**config.mk**
```make
export PLATFORM = sky130hd
export DESIGN_NAME = dual_mbox
export DESIGN_NICKNAME = d
export VERILOG_FILES = /design/src/rtl/dual_mbox.sv
export SDC_FILE = /design/constraint.sdc
export NUM_CORES = 1
export LEC_CHECK = 0
export BUFFER_PORTS_ARGS = -buffer_cell sky130_fd_sc_hd__buf_2
export CAP_MARGIN = 20
export CELL_PAD_IN_SITES_DETAIL_PLACEMENT = 0
export CELL_PAD_IN_SITES_GLOBAL_PLACEMENT = 2
export CORE_MARGIN = 4
export CORE_UTILIZATION = 36
export DETAILED_ROUTE_END_ITERATION = 7
export GPL_ROUTABILITY_DRIVEN = 1
export PLACE_DENSITY = 0.85
export SLEW_MARGIN = 30
export SYNTH_ARGS = -nofsm -noshare
export SYNTH_HDL_FRONTEND = slang
export SYNTH_SLANG_ARGS = --single-unit
```
**constraint.sdc**
```tcl
create_clock -name clk -period 1.7 [get_ports clk]
set_input_delay 0 -clock clk [delete_from_list [all_inputs] [get_ports clk]]
set_output_delay 0 -clock clk [all_outputs]
set_load 0.01 [all_outputs]
```
**src/rtl/dual_mbox.sv**
```systemverilog
module dual_mbox #(
  parameter int DW = 16
) (
  input  logic          clk,
  input  logic          rst,
  input  logic [2:0]    h_addr,
  input  logic          h_we,
  input  logic          h_re,
  input  logic [DW-1:0] h_wdata,
  output logic [DW-1:0] h_rdata,
  output logic          h_err,
  input  logic [2:0]    c_addr,
  input  logic          c_we,
  input  logic          c_re,
  input  logic [DW-1:0] c_wdata,
  output logic [DW-1:0] c_rdata,
  output logic          c_err,
  output logic [1:0]    irq_to_cop,
  output logic [1:0]    irq_to_host
);
  localparam int NMB  = 4;
  localparam int NREG = 2 * NMB;
  localparam int HALF = NMB / 2;

  logic [NREG-1:0][DW-1:0] regs;
  logic [NMB-1:0]          flag;

  wire [1:0] h_mb  = h_addr[2:1];
  wire [1:0] c_mb  = c_addr[2:1];
  wire       h_wok = h_we & ~h_mb[1];
  wire       c_wok = c_we &  c_mb[1];

  assign irq_to_cop  = flag[HALF-1:0];
  assign irq_to_host = flag[NMB-1:HALF];

  always_ff @(posedge clk) begin
    if (rst) begin
      regs <= '0;
    end else begin
      if (h_wok) regs[h_addr] <= h_wdata;
      if (c_wok) regs[c_addr] <= c_wdata;
    end
  end

  always_ff @(posedge clk) begin
    if (rst) begin
      flag <= '0;
    end else begin
      for (int m = 0; m < NMB; m++) begin
        if (m < HALF) begin
          if (h_wok && h_mb == m)      flag[m] <= 1'b1;
          else if (c_re && c_mb == m)  flag[m] <= 1'b0;
        end else begin
          if (c_wok && c_mb == m)      flag[m] <= 1'b1;
          else if (h_re && h_mb == m)  flag[m] <= 1'b0;
        end
      end
    end
  end

  always_ff @(posedge clk) begin
    if (rst) begin
      h_rdata <= '0;
      c_rdata <= '0;
      h_err   <= 1'b0;
      c_err   <= 1'b0;
    end else begin
      if (h_re) h_rdata <= regs[h_addr];
      if (c_re) c_rdata <= regs[c_addr];
      h_err <= h_we & ~h_wok;
      c_err <= c_we & ~c_wok;
    end
  end

  a_r9_reset_clears: assert property (@(posedge clk)
    rst |=> (flag == '0 && h_rdata == '0 && c_rdata == '0 && !h_err && !c_err));

  a_r4_host_write_sets: assert property (@(posedge clk) disable iff (rst)
    (h_we && h_addr[2:1] == 2'd0) |=> irq_to_cop[0]);

  a_r4_cop_write_sets: assert property (@(posedge clk) disable iff (rst)
    (c_we && c_addr[2:1] == 2'd3) |=> irq_to_host[1]);

  a_r5_cop_read_clears: assert property (@(posedge clk) disable iff (rst)
    (c_re && c_addr[2:1] == 2'd1 && !(h_we && h_addr[2:1] == 2'd1)) |=> !irq_to_cop[1]);

  a_r6_owner_read_keeps: assert property (@(posedge clk) disable iff (rst)
    (irq_to_host[0] && !(h_re && h_addr[2:1] == 2'd2)) |=> irq_to_host[0]);

  a_r3_foreign_write_ignored: assert property (@(posedge clk) disable iff (rst)
    (h_we && h_addr[2] && !c_we) |=> (regs == $past(regs) && h_err));

  a_r3_err_single_pulse: assert property (@(posedge clk) disable iff (rst)
    (h_err && !$past(h_we)) |-> 1'b0);

  a_r8_read_holds: assert property (@(posedge clk) disable iff (rst)
    !h_re |=> $stable(h_rdata));
endmodule

```
# [Word-level counts from Yosys, hierarchy flattened]
# Cells that the tools add are included.
[op_classes] n_lt_le_gt_ge=4 n_eq_ne=6 mux=21 bitwise=7 n_reduce_logical=16
[op_table] op="2-to-1 mux 128 bit" n=3
[op_table] op="bitwise mux 128 bit" n=2
[op_table] op="binary-select mux 16 bit (select 3 bit)" n=2
[op_table] op="demux 16 bit (select 3 bit)" n=2
[op_table] op="2-to-1 mux 16 bit" n=4
[op_table] op="logical AND 1 bit" n=10
[op_table] op="equality test 2 bit (second input constant)" n=4
[op_table] op="less-than comparator 3 x 4 -> 1 bit (second input constant)" n=2
[op_table] op="2-to-1 mux 1 bit" n=8
[op_table] op="nonzero test 2 bit" n=4
[op_table] op=">= comparator 3 x 1 -> 1 bit (second input constant)" n=2
[op_table] op="AND 1 bit" n=4
[op_table] op="equality test 2 x 1 -> 1 bit (second input constant)" n=2
[op_table] op="zero test 2 bit" n=2
[op_table] op="inverter 1 bit" n=3
[totals] elab_cells=70 inputBits=44 output_inout_bits=38 register_bits=166

# [Longest topological paths before layout]
[logic_depth] word_depth=9 mapped_depth=7 mapped_depth_nobuf=4

# [Worst setup path after synthesis]
# Ideal clock, no wire load.
[synth_path] path_kind="input-to-reg" startpoint="in h_addr[0]" endpoint="reg h_rdata[12]" setup_time_ns=0.132 stages=5 path_slack_ns=0.510 arrival_ns=1.058 t_required_ns=1.568 path_buffers=2 path_cell_list="buf_4 > buf_4 > mux4_2 > o22ai_1 > nor3_1"
[synth_via] elab_chain_cells=2
[synth_rtl] item="start, declared" line_no="6" rtl="input logic [2:0] h_addr,"
[synth_rtl] item="binary-select mux 16 bit (select 3 bit)" line_no="68" rtl="if (h_re) h_rdata <= regs[h_addr];"
[synth_rtl] item="2-to-1 mux 16 bit (not written as such)" line_no="68"
[synth_rtl] item="end signal, assigned" line_no="68"
[synth_rtl] item="end, declared" line_no="10" rtl="output logic [DW-1:0] h_rdata,"
# No other way between the ends. The select of a mux whose other input is x is not followed.
# A chain may end at the register's enable or synchronous reset.

# [Worst setup path in the final report]
[layout_path] startpoint="in h_addr[1]" endpoint="reg regs[10] in the netlist's numbering"
[layout_via] elab_chain_cells=9 word_cells_on_any_way=10 cone_classes="order compare: 2; mux: 7; reduce/logical: 1"
[layout_rtl] item="less-than comparator 3 x 4 -> 1 bit (not written as such) / >= comparator 3 x 1 -> 1 bit (equally long branches)" line_no="40" rtl="if (h_wok) regs[h_addr] <= h_wdata;"
[layout_rtl] item="logical AND 1 bit (not written as such)" line_no="40"
[layout_rtl] item="2-to-1 mux 16 bit (not written as such)" line_no="40"
[layout_rtl] item="demux 16 bit (select 3 bit) (*)" line_no="40"
[layout_rtl] item="bitwise mux 128 bit (*)" line_no="40"
[layout_rtl] item="2-to-1 mux 128 bit (*)" line_no="40"
[layout_rtl] item="2-to-1 mux 128 bit (*)" line_no="37" rtl="if (rst) begin"
[layout_rtl] item="bitwise mux 128 bit" line_no="41" rtl="if (c_wok) regs[c_addr] <= c_wdata;"
[layout_rtl] item="2-to-1 mux 128 bit (*)" line_no="41"
[layout_rtl] item="end signal, assigned by index" line_no="40"
[layout_rtl] item="end signal, assigned by index" line_no="41"
[layout_rtl] item="end, declared" line_no="25" rtl="logic [NREG-1:0][DW-1:0] regs;"
# Mark *: on every way between the ends. The rest lies on a longest branch, timed or not. The select of a mux whose other input is x is not followed.

==> run summary <==
Final #Nets = 1059
Slew Limit Fails = 0
H-Tree Depth = 4
Crit path largest cell delay = 0.53 ns
Final setup violation count = 0
Crit-path cells = dlygate4sd3_1 > buf_2 > nor3b_2 > nand2_1 > nand2_1 > a21oi_1
Hold Fails Final Rpt = 0
Final setup margin = 0.316 ns
CP bufs+invs = 2
Sinks on Clock Net = 166
Reg area = 0.00332 mm2
F_max = 723 MHz
Initial Util = 36.6%
Final period util = 81.4%
DIE AREA = 0.0239 mm2
Hold_ws = 0.0444 ns
Cell variety after synth = 42
# resized after CTS = 0
WS Path Type = primary input to register
Top delay family on crit path = simple AND/OR/NAND/NOR gates
Final std cells w/o fill = 1301
CP most frequent cell = nand2_1
Tmin final = 1.38 ns
Area grow syn2layout = 22.0%
# Post-CTS Setup Buffers = 0
Syn Area/Cell = 8.56 um2
Multi-input gate area = 0.00397 mm2
Clock buffer depth = 2
Final HPWL DP = 17.7 mm
Die Ht = 155 um
Mapped Nets = 947
Row count = 53
VDD IR max = 0.620 mV
Mapped Cells = 903
Fillcell total = 2120
Status = completed
Pleak = 3.45 nW
Total global-route track usage = 20.5%
Synthesized flop and latch total = 166
CTS Root Cell = clkbuf_16
CORE AREA = 0.0211 mm2
Drt first pass iters = 5
CP Max Fanout = 16
Place WS = 0.210 ns
Fraction of layout cells with a size suffix above 1 = 20.3%
Synthesis Warnings = 0
Worst skew pair latency = 0.43 ns
Vias/cell = 5.28
Number of antenna-violating nets in the routed design = 0
Initial drt markers = 404
Clock slew at reported path FFs = 0.06 ns
Largest area contributor in the synthesized netlist = dfxtp_1
Rel. slew slack = 51.6%
Setup tns final = 0 ns
Dpl cells = 1233
Routed wire length = 24.3 mm
Crit-path slowest cell = dlygate4sd3_1
Final RePlAce weighted congestion = 0.863
Share of the synthesized area in the top cell type = 43.0%
Arr. time, crit path = 1.70 ns
Crit start category = primary input
Grt total ovfl = 0
Vias in the first global route = 6698
Clock skew = 0.00781 ns
I/O Buffers = 81
Io pins = 82
TritonCTS clock tree = done
RSZ-0062 raised after global routing = false
Critical Path Sink Type = register
Initial antenna violation count = 1
Die Width = 155 um
First-pass GRT wire length = 38.3 mm
Post-Synthesis Cell Area = 0.00773 mm2
Worst-Margin Slew = 0.727 ns
WP data required = 2.02 ns
Post-synthesis sequential area ratio = 43.0%
Largest net degree at the start of global routing = 43
Min-delay worst type = primary input to register
Total CTS buffers = 17
DRC = 0
PwrDens = 919 mW/mm2
Ranking of synthesized cells by area = dfxtp_1 (43%), nand2_1 (13%), mux4_2 (9.9%)
Max_cap viols = 0
DR vias = 6868
Avg WL per Cell = 18.7 um
[layout make-up]
type	instances	area share, %
multi-input combinational	662	42.1
sequential	166	35.2
timing repair buffer	165	13.2
clock buffer	19	4.70
tap	275	3.65
clock inverter	10	0.902
inverter	3	0.119
antenna	1	0.0265
[metrics by stage]
step                power, mW  utilization (%)  cell area (um2)
floorplan                4.72                -             7730
global placement         5.09             40.4             8520
detailed placement       5.09             40.4             8520
CTS                      8.75             44.7             9430
global route             9.01             44.7             9430
finish                   8.66             44.7             9430
[layer usage]
metal  GRT usage (%)  vias to the layer above  part of all wire (%)
li1                -                     3377                     -
met1            27.5                     3308                    44
met2            34.1                      159                    50
met3            3.69                       24                   4.8
met4            5.34                        0                   1.3
met5               0                        -                     0
[worst paths after layout]
check                           startpoint           to  slack [ns]  cells past startpoint
worst max-delay path             h_addr[1]     regs[10]        0.32                      6
worst min-delay path             c_addr[2]   c_rdata[8]        0.04                      3
worst max register to register    regs[90]  c_rdata[10]        0.42                      4
worst min register to register    regs[43]     regs[43]        0.47                      2
[cell families (layout without fill, tap and decap cells)]
logic type,after synthesis,count (layout),share of synthesized area [%]
buffers and inverters,75,197,5.57
AOI/OAI and AO/OA,211,211,15.9
muxes,80,80,16.1
and+or+nand+nor,371,371,19.5
other,0,1,0
DFF,166,166,43.0
[power breakdown]
part	switching, mW	internal, mW	leakage [nW]	total [mW]
combinational	0.543	0.422	1.85	0.965
clock	1.58	2.01	0.252	3.59
sequential	0.0998	4.01	1.35	4.11
total	2.22	6.44	3.45	8.66
[registers in the layout, indices dropped and copies added, names as in the netlist]
signal   cells
c_err        1
h_rdata     16
h_err        1
flag         4
c_rdata     16
regs       128
[layout by cell type, fill, tap and decap left out, types with 2 or more instances in the layout]
cell type      count
a311oi_2           2
a221oi_1           2
nor2_2             2
nand2_1          273
nand3_1            7
nor2_1            45
clkinv_2           5
buf_2             80
buf_12             9
inv_1              3
clkbuf_16         17
a31oi_1            2
buf_4             38
o221ai_1           4
a221o_1            2
o21ai_1            5
a211oi_1          11
or2_1              2
a21oi_1          133
and2_1             2
o21ai_0           11
nor3_1            22
mux4_2            34
nand3b_1           2
dfxtp_1          166
nor2b_1            6
nand2b_1           4
o2bb2ai_1          5
dlygate4sd3_1     38
a22o_1             2
clkinvlp_4         4
a311oi_1           7
mux2i_1           34
mux2_2            12
o22ai_1           22
a21o_1             2
[Yosys cell counts (all sizes together)]
library cell and instances:
nand4 1, nand3b 2, nand2b 4, nor2b 6, buf 43, nand3 7, a221o 2, a221oi 2
dfxtp 166, and4 1, o21ai 16, a311oi 9, o221ai 4, a21oi 133, o2bb2ai 5, inv 3
o22ai 22, nor3 23, clkbuf 29, a31oi 2, nor2 47, nand2 273, nor3b 2, a21o 2
mux4 34, mux2i 34, and2 2, a211oi 11, a22o 2, a32oi 1, mux2 12, or2 3
[tightest hold or removal path, delay by kind of cell]
kind	cells	cell delay [ns]
simple gates	1	0.13
compound gates	1	0.09
buf+inv	1	0.21
[repair_timing]
action | 4_1_cts | 5_1_grt
hold buffers | 38 | 0
endpoints found under the setup margin | 0 | 0
endpoints found under the hold margin | 143 | 0
No activity file was read; power rests on OpenSTA's default activity.
